**src/rtl/cal_clock_pkg.sv**
```systemverilog
// Package: shared time record, reset value and BCD helper functions
// for the calendar clock. Assumes all fields hold packed BCD digits.
package cal_clock_pkg;

    typedef struct packed {
        logic       cent;
        logic [7:0] year;
        logic [4:0] month;
        logic [5:0] date;
        logic [2:0] wday;
        logic [5:0] hour;
        logic [6:0] minute;
        logic [6:0] second;
    } cal_time_t;

    localparam cal_time_t CAL_RESET = '{cent: 1'b0, year: 8'h00, month: 5'h01,
                                        date: 6'h01, wday: 3'd1, hour: 6'h00,
                                        minute: 7'h00, second: 7'h00};

    // Step a BCD value; wrap to first when at or past last.
    function automatic logic [7:0] bcd_next(input logic [7:0] v,
                                            input logic [7:0] last,
                                            input logic [7:0] first);
        if (v >= last)
            return first;
        if (v[3:0] >= 4'h9)
            return {v[7:4] + 4'h1, 4'h0};
        return v + 8'h01;
    endfunction

    // Leap test on a BCD year: multiple of four.
    function automatic logic bcd_leap(input logic [7:0] y);
        if (y[4])
            return (y[3:0] == 4'h2) || (y[3:0] == 4'h6);
        return (y[3:0] == 4'h0) || (y[3:0] == 4'h4) || (y[3:0] == 4'h8);
    endfunction

    // Last date of a BCD month.
    function automatic logic [7:0] month_last(input logic [4:0] m, input logic leap);
        case (m)
            5'h02:                      return leap ? 8'h29 : 8'h28;
            5'h04, 5'h06, 5'h09, 5'h11: return 8'h30;
            default:                    return 8'h31;
        endcase
    endfunction

endpackage

```
**src/rtl/cal_counters.sv**
```systemverilog
// Live time counters. Advances the full BCD calendar by one second
// when 'advance' is high; a 'load' takes priority and copies load_val.
// Assumes advance is a single-cycle pulse already gated by the stop bit.
module cal_counters
    import cal_clock_pkg::*;
(
    input  logic      clk,
    input  logic      rst_n,
    input  logic      advance,
    input  logic      load,
    input  cal_time_t load_val,
    input  logic      century_en,
    output cal_time_t now
);

    logic       c_sec, c_min, c_hour, c_date, c_mon, c_year;
    logic [7:0] last_day;
    logic [7:0] n_sec, n_min, n_hour, n_date, n_mon, n_year;
    logic [2:0] n_wday;
    cal_time_t  stepped;

    // Carry chain: each field carries when it reaches its last value.
    always_comb begin
        last_day = month_last(now.month, bcd_leap(now.year));
        c_sec    = {1'b0, now.second} >= 8'h59;
        c_min    = c_sec  && ({1'b0, now.minute} >= 8'h59);
        c_hour   = c_min  && ({2'b0, now.hour} >= 8'h23);
        c_date   = c_hour && ({2'b0, now.date} >= last_day);
        c_mon    = c_date && ({3'b0, now.month} >= 8'h12);
        c_year   = c_mon  && (now.year >= 8'h99);
    end

    // Next values for every field after one second.
    always_comb begin
        n_sec   = bcd_next({1'b0, now.second}, 8'h59, 8'h00);
        n_min   = bcd_next({1'b0, now.minute}, 8'h59, 8'h00);
        n_hour  = bcd_next({2'b0, now.hour},   8'h23, 8'h00);
        n_date  = bcd_next({2'b0, now.date},   last_day, 8'h01);
        n_mon   = bcd_next({3'b0, now.month},  8'h12, 8'h01);
        n_year  = bcd_next(now.year,           8'h99, 8'h00);
        n_wday  = (now.wday >= 3'd7) ? 3'd1 : now.wday + 3'd1;
        stepped = now;
        stepped.second = n_sec[6:0];
        if (c_sec)  stepped.minute = n_min[6:0];
        if (c_min)  stepped.hour   = n_hour[5:0];
        if (c_hour) begin
            stepped.date = n_date[5:0];
            stepped.wday = n_wday;
        end
        if (c_date) stepped.month = n_mon[4:0];
        if (c_mon)  stepped.year  = n_year;
        if (c_year && century_en) stepped.cent = ~now.cent;
    end

    // Counter register: reset, load, or advance.
    always_ff @(posedge clk) begin
        if (!rst_n)
            now <= CAL_RESET;
        else if (load)
            now <= load_val;
        else if (advance)
            now <= stepped;
    end

    a_r5_load_all_fields: assert property (@(posedge clk) disable iff (!rst_n)
        load |=> (now == $past(load_val)));

    a_r6_frozen_when_idle: assert property (@(posedge clk) disable iff (!rst_n)
        (!advance && !load) |=> $stable(now));

    a_r2_second_wraps: assert property (@(posedge clk) disable iff (!rst_n)
        (advance && !load && now.second == 7'h59) |=> (now.second == 7'h00));

    a_r7_century_flips: assert property (@(posedge clk) disable iff (!rst_n)
        (advance && !load && now.year == 8'h99 && c_mon && century_en)
        |=> (now.cent != $past(now.cent)));

    a_r10_wday_range: assert property (@(posedge clk) disable iff (!rst_n)
        (advance && !load && c_hour && now.wday == 3'd7) |=> (now.wday == 3'd1));

endmodule

```
**src/rtl/cal_regs.sv**
```systemverilog
// Bus-facing register bank: control byte, snapshot of the time, the
// always-writable mode bits (stop, frequency test, century enable),
// frequency-test flag and the registered read port.
// Assumes a read or write is one cycle long with sel high.
module cal_regs
    import cal_clock_pkg::*;
#(
    parameter int ADDR_W = 15
) (
    input  logic              clk,
    input  logic              rst_n,
    input  logic              sel,
    input  logic              we,
    input  logic [ADDR_W-1:0] addr,
    input  logic [7:0]        wdata,
    input  logic              ft_tick,
    input  cal_time_t         live,
    output cal_time_t         snap,
    output logic              load,
    output logic              stopped,
    output logic              century_en,
    output logic [7:0]        rdata
);

    localparam int HI_W = ADDR_W - 3;

    logic       hit, wr_hit, rd_any;
    logic [2:0] off;
    logic       wr_halt, rd_halt, ft_en, ft_flag;
    logic [7:0] rd_mux;

    // Address decode for the top eight bytes.
    always_comb begin
        hit    = sel && (addr[ADDR_W-1:3] == {HI_W{1'b1}});
        off    = addr[2:0];
        wr_hit = hit && we;
        rd_any = sel && !we;
        load   = wr_hit && (off == 3'd0) && wr_halt && !wdata[7];
    end

    // Control byte halt bits.
    always_ff @(posedge clk) begin
        if (!rst_n) begin
            wr_halt <= 1'b0;
            rd_halt <= 1'b0;
        end else if (wr_hit && off == 3'd0) begin
            wr_halt <= wdata[7];
            rd_halt <= wdata[6];
        end
    end

    // Mode bits that take effect without the write halt.
    always_ff @(posedge clk) begin
        if (!rst_n) begin
            stopped    <= 1'b1;
            ft_en      <= 1'b0;
            century_en <= 1'b0;
        end else if (wr_hit && off == 3'd1) begin
            stopped <= wdata[7];
        end else if (wr_hit && off == 3'd4) begin
            ft_en      <= wdata[6];
            century_en <= wdata[5];
        end
    end

    // Frequency-test flag inverts on each test tick.
    always_ff @(posedge clk) begin
        if (!rst_n)
            ft_flag <= 1'b0;
        else if (ft_tick)
            ft_flag <= ~ft_flag;
    end

    // Snapshot: follow live time unless halted; accept writes under write halt.
    always_ff @(posedge clk) begin
        if (!rst_n)
            snap <= CAL_RESET;
        else if (!(wr_halt || rd_halt))
            snap <= live;
        else if (wr_hit && wr_halt) begin
            case (off)
                3'd1: snap.second <= wdata[6:0];
                3'd2: snap.minute <= wdata[6:0];
                3'd3: snap.hour   <= wdata[5:0];
                3'd4: begin
                    snap.cent <= wdata[4];
                    snap.wday <= wdata[2:0];
                end
                3'd5: snap.date   <= wdata[5:0];
                3'd6: snap.month  <= wdata[4:0];
                3'd7: snap.year   <= wdata;
                default: ;
            endcase
        end
    end

    // Read multiplexer over the eight bytes.
    always_comb begin
        case (off)
            3'd0: rd_mux = {wr_halt, rd_halt, 6'b0};
            3'd1: rd_mux = {stopped, snap.second[6:1],
                            (ft_en && !stopped) ? ft_flag : snap.second[0]};
            3'd2: rd_mux = {1'b0, snap.minute};
            3'd3: rd_mux = {2'b0, snap.hour};
            3'd4: rd_mux = {1'b0, ft_en, century_en, snap.cent, 1'b0, snap.wday};
            3'd5: rd_mux = {2'b0, snap.date};
            3'd6: rd_mux = {3'b0, snap.month};
            default: rd_mux = snap.year;
        endcase
    end

    // Registered read data, held between reads.
    always_ff @(posedge clk) begin
        if (!rst_n)
            rdata <= 8'h00;
        else if (rd_any)
            rdata <= hit ? rd_mux : 8'h00;
    end

    a_r4_snapshot_frozen: assert property (@(posedge clk) disable iff (!rst_n)
        (rd_halt && !wr_halt) |=> $stable(snap));

    a_r5_no_write_when_open: assert property (@(posedge clk) disable iff (!rst_n)
        (!wr_halt && !rd_halt) |=> (snap == $past(live)));

    a_r9_ctrl_zero_bits: assert property (@(posedge clk) disable iff (!rst_n)
        (rd_any && hit && off == 3'd0) |=> (rdata[5:0] == 6'b0));

    a_r1_outside_reads_zero: assert property (@(posedge clk) disable iff (!rst_n)
        (rd_any && !hit) |=> (rdata == 8'h00));

endmodule

```
**src/rtl/bcd_cal_clock.sv**
```systemverilog
// Top: memory-mapped BCD calendar clock. Joins the bus register bank
// to the live counters; ticks are gated by the stop bit here.
// Assumes sec_tick and ft_tick are single-cycle pulses in clk domain.
module bcd_cal_clock
    import cal_clock_pkg::*;
#(
    parameter int ADDR_W = 15
) (
    input  logic              clk,
    input  logic              rst_n,
    input  logic              sel,
    input  logic              we,
    input  logic [ADDR_W-1:0] addr,
    input  logic [7:0]        wdata,
    input  logic              sec_tick,
    input  logic              ft_tick,
    output logic [7:0]        rdata
);

    cal_time_t live, snap;
    logic      load, stopped, century_en, advance;

    // Time advances only on a tick while running.
    assign advance = sec_tick && !stopped;

    cal_regs #(.ADDR_W(ADDR_W)) u_regs (
        .clk        (clk),
        .rst_n      (rst_n),
        .sel        (sel),
        .we         (we),
        .addr       (addr),
        .wdata      (wdata),
        .ft_tick    (ft_tick),
        .live       (live),
        .snap       (snap),
        .load       (load),
        .stopped    (stopped),
        .century_en (century_en),
        .rdata      (rdata)
    );

    cal_counters u_cnt (
        .clk        (clk),
        .rst_n      (rst_n),
        .advance    (advance),
        .load       (load),
        .load_val   (snap),
        .century_en (century_en),
        .now        (live)
    );

    a_r6_stop_blocks_tick: assert property (@(posedge clk) disable iff (!rst_n)
        (stopped && !load) |=> $stable(live));

endmodule

```
**config.mk**
```make
export PLATFORM = sky130hd
export DESIGN_NAME = bcd_cal_clock
export DESIGN_NICKNAME = d
export VERILOG_FILES = /design/src/rtl/cal_clock_pkg.sv /design/src/rtl/cal_counters.sv /design/src/rtl/cal_regs.sv /design/src/rtl/bcd_cal_clock.sv
export SDC_FILE = /design/constraint.sdc
export NUM_CORES = 1
export LEC_CHECK = 0
export BUFFER_PORTS_ARGS = -buffer_cell sky130_fd_sc_hd__buf_2
export CORE_MARGIN = 2
export CORE_UTILIZATION = 44
export DETAILED_ROUTE_END_ITERATION = 16
export PLACE_DENSITY_LB_ADDON = 0.2
export SYNTH_ARGS = -nofsm -noshare
export SYNTH_HDL_FRONTEND = slang
export SYNTH_HIERARCHICAL = 1
export SYNTH_SLANG_ARGS = --single-unit
export TNS_END_PERCENT = 20
```
**constraint.sdc**
```tcl
create_clock -name clk -period 6 [get_ports clk]
set_clock_uncertainty 0.15 [all_clocks]
set_input_delay 0 -clock clk [delete_from_list [all_inputs] [get_ports clk]]
set_output_delay 0 -clock clk [all_outputs]
set_load 0.05 [all_outputs]
```
==> metrics <==
hold slack 0.0737 ns; Slew HR 0.147; DP Worst Slack 1.59 ns; final setup TNS 0 ns; flops & latches, synth 100; worst r2r dst u_cnt/now[34]; Pwr Density 185 mW/mm^2; worst-path fanout max slightly below 60; Netlist cell types 80; async set-reset flop share out of synthesis 0; reg2reg start u_regs/wr_halt; Port Buffers 36; Layout area overhead 8.81%; nature of the critical path startpoint flop; Core Region 0.0144 sq mm; required time worst endpoint 6.05 ns; fraction of the yosys area taken by sequential cells 0.313; leakage about 2.5 nW; Cell Area, Synth 0.00639 sq mm; final hold viol count 0; CP Data Arrival Time 4.61 ns; path type of the worst setup path reg -> reg; Post-DP HPWL 13,400 microns; Post-synth EDFFs 0; setup ws final 1.43 ns; area post-placement 0.00656 sq mm; GPL Wtd Cong 0.892; CTS tree built; crit path capture type flop; most frequent cells after synthesis dfxtp_1, o21ai_0, nor2_1; Final min period 4.57 ns; clock root cell clkbuf_16; Synthesized Nets 849; ys flop type dfxtp_1; DRT Wirelength around 20,000 microns; WL per Instance around 20 microns; CTS Buf Count 9; Post-DRT Antenna Nets 0; Slew @ Worst Pin 1.27 ns; R2R Setup Slk roughly 1.4 ns; antenna violations before repair 0; placed cell count about 950; Avg Cell Area, Syn 8.14 sq um; cell area after layout between 0.006 and 0.007 sq mm; Syn Inst Count roughly 790; die area 0.0155 sq mm; cell count of the worst reg-to-reg path 8; Max Cap Viol 0; drt pass-1 iters 5; status completed; top cell type's share of synthesized area 0.313; chip height roughly 120 microns; DR vias/cell ~6.6; post-synthesis cell type with the largest combined area dfxtp_1; total number of vias 6,425; Die X-Extent 124 microns; IO Count 37; GRT Residual Overflow 0; final worst path period share 0.761; global-route wire length before repair between 30,000 and 40,000 microns; Min-Delay Path Depth 3; Nets 848; share of layout cells above drive strength 1 0.104; Clock Sinks 100; Final Setup Violations 0; RSZ-0062 raised after global routing no; clk buf depth 2; DRC Markers 0; gr usage total 0.252; Hold Path Class in -> reg; Hold Path Sink u_regs/stopped; yosys warns 6; DRT iter0 DRCs 726; Cell Count, Final, Fillers Out between 900 and 1k; # diodes 0; Clk pin slew, worst setup/hold paths about 0.07 ns; Max VDD drop 0.156 mV; row count 44; vias in the first global route 6,044; Initial Util 0.445; max-slew violations 0; Hold Crit Start rst_n; synth top area cells dfxtp_1, ha_1, o21ai_0; clk_lat worst skew approximately 0.35 ns; top-count cell post-synth dfxtp_1; Max Freq 219 MHz; H-Tree Depth 3; largest net degree at the start of global routing 64
==> worst max-delay path: stages (launching register included) <==
cell	delay, ns
dfxtp_1	0.46
nand3b_1	0.50
nor4b_2	0.43
buf_4	0.61
nor2_1	0.08
a41oi_1	0.70
nand3_2	0.60
nor3_1	0.67
a211oi_1	0.19
==> worst max path at each step <==
stage,start,endpoint,slack (ns),depth (start not counted)
2_1_floorplan,u_regs/wr_halt,u_cnt/now[34],2.96,9
3_3_place_gp,u_regs/wr_halt,u_cnt/now[37],1.83,8
3_5_place_dp,u_regs/wr_halt,u_cnt/now[34],1.59,8
4_1_cts,u_regs/wr_halt,u_cnt/now[34],1.58,8
5_1_grt,u_regs/wr_halt,u_cnt/now[34],1.09,8
6_report,u_regs/wr_halt,u_cnt/now[34],1.43,8
==> flip-flops by register name, indices dropped and copies added, names as in the netlist <==
| register | count |
|---|---|
| u_regs/ft_en | 1 |
| u_regs/stopped | 1 |
| u_regs/rd_halt | 1 |
| u_cnt/now | 43 |
| u_regs/rdata | 8 |
| u_regs/century_en | 1 |
| u_regs/snap | 43 |
| u_regs/wr_halt | 1 |
| u_regs/ft_flag | 1 |
==> report_power, final <==
part | internal (W) | switching, W | total, W
logic | 0.0000227 | 0.0000494 | 0.0000721
clock network | 0.000293 | 0.000258 | 0.000551
registers | 0.000664 | 0.000000585 | 0.000665
total | 0.000979 | 0.000308 | 0.00129
==> logic make-up (layout without fill, tap and decap cells) <==
logic type / count (synthesis) / after routing / synth area share
AO/OA/AOI/OAI: 297 / 297 / 0.321
AND/OR/NAND/NOR: 239 / 239 / 0.201
flip-flops: 100 / 100 / 0.313
buffers and inverters: 95 / 99 / 0.0629
adder cells (fa/ha/maj): 35 / 35 / 0.0686
multiplexers: 10 / 10 / 0.0210
XOR/XNOR: 9 / 9 / 0.0123
==> metrics by stage <==
step	util	total power [W]
after global placement	0.457	0.000744
after floorplan	-	0.000716
after detailed placement	0.457	0.000744
after CTS	0.484	0.00130
final	0.484	0.00129
after global routing	0.484	0.00133
==> cells in the final DEF, fill, tap and decap left out, drive strengths merged, types with 13 or more instances in the layout <==
| cell | count |
|---|---|
| a22oi | 14 |
| inv | 30 |
| dfxtp | 100 |
| o31ai | 25 |
| nand4 | 26 |
| nand3 | 15 |
| a211oi | 37 |
| ha | 35 |
| nand2 | 53 |
| a21oi | 39 |
| o21ai | 65 |
| nor4 | 13 |
| a31oi | 27 |
| nor2 | 56 |
| buf | 41 |
==> metal layers <==
metal | global-route usage | share of wire | vias up
li1 | - | - | 3007
met1 | 0.358 | 0.46 | 3089
met2 | 0.383 | 0.44 | 298
met3 | 0.0404 | 0.075 | 31
met4 | 0.0972 | 0.022 | 0
met5 | 0 | 0 | -
==> final cells by class <==
cell class,instances,area [sq um]
repair buffers,53,338
inverters,30,113
flip-flops and latches,100,2000
multi-input cells,590,4000
well taps,184,230
clock inverters,4,23.8
fillers,1373,7420
clock buffers,12,246
==> what timing repair did <==
action	CTS	global route
hold buffers	12	0
hold endpoints to repair	32	0
gates resized for setup	0	0
setup buffers	0	0
Power figures use the tool's default switching activity.
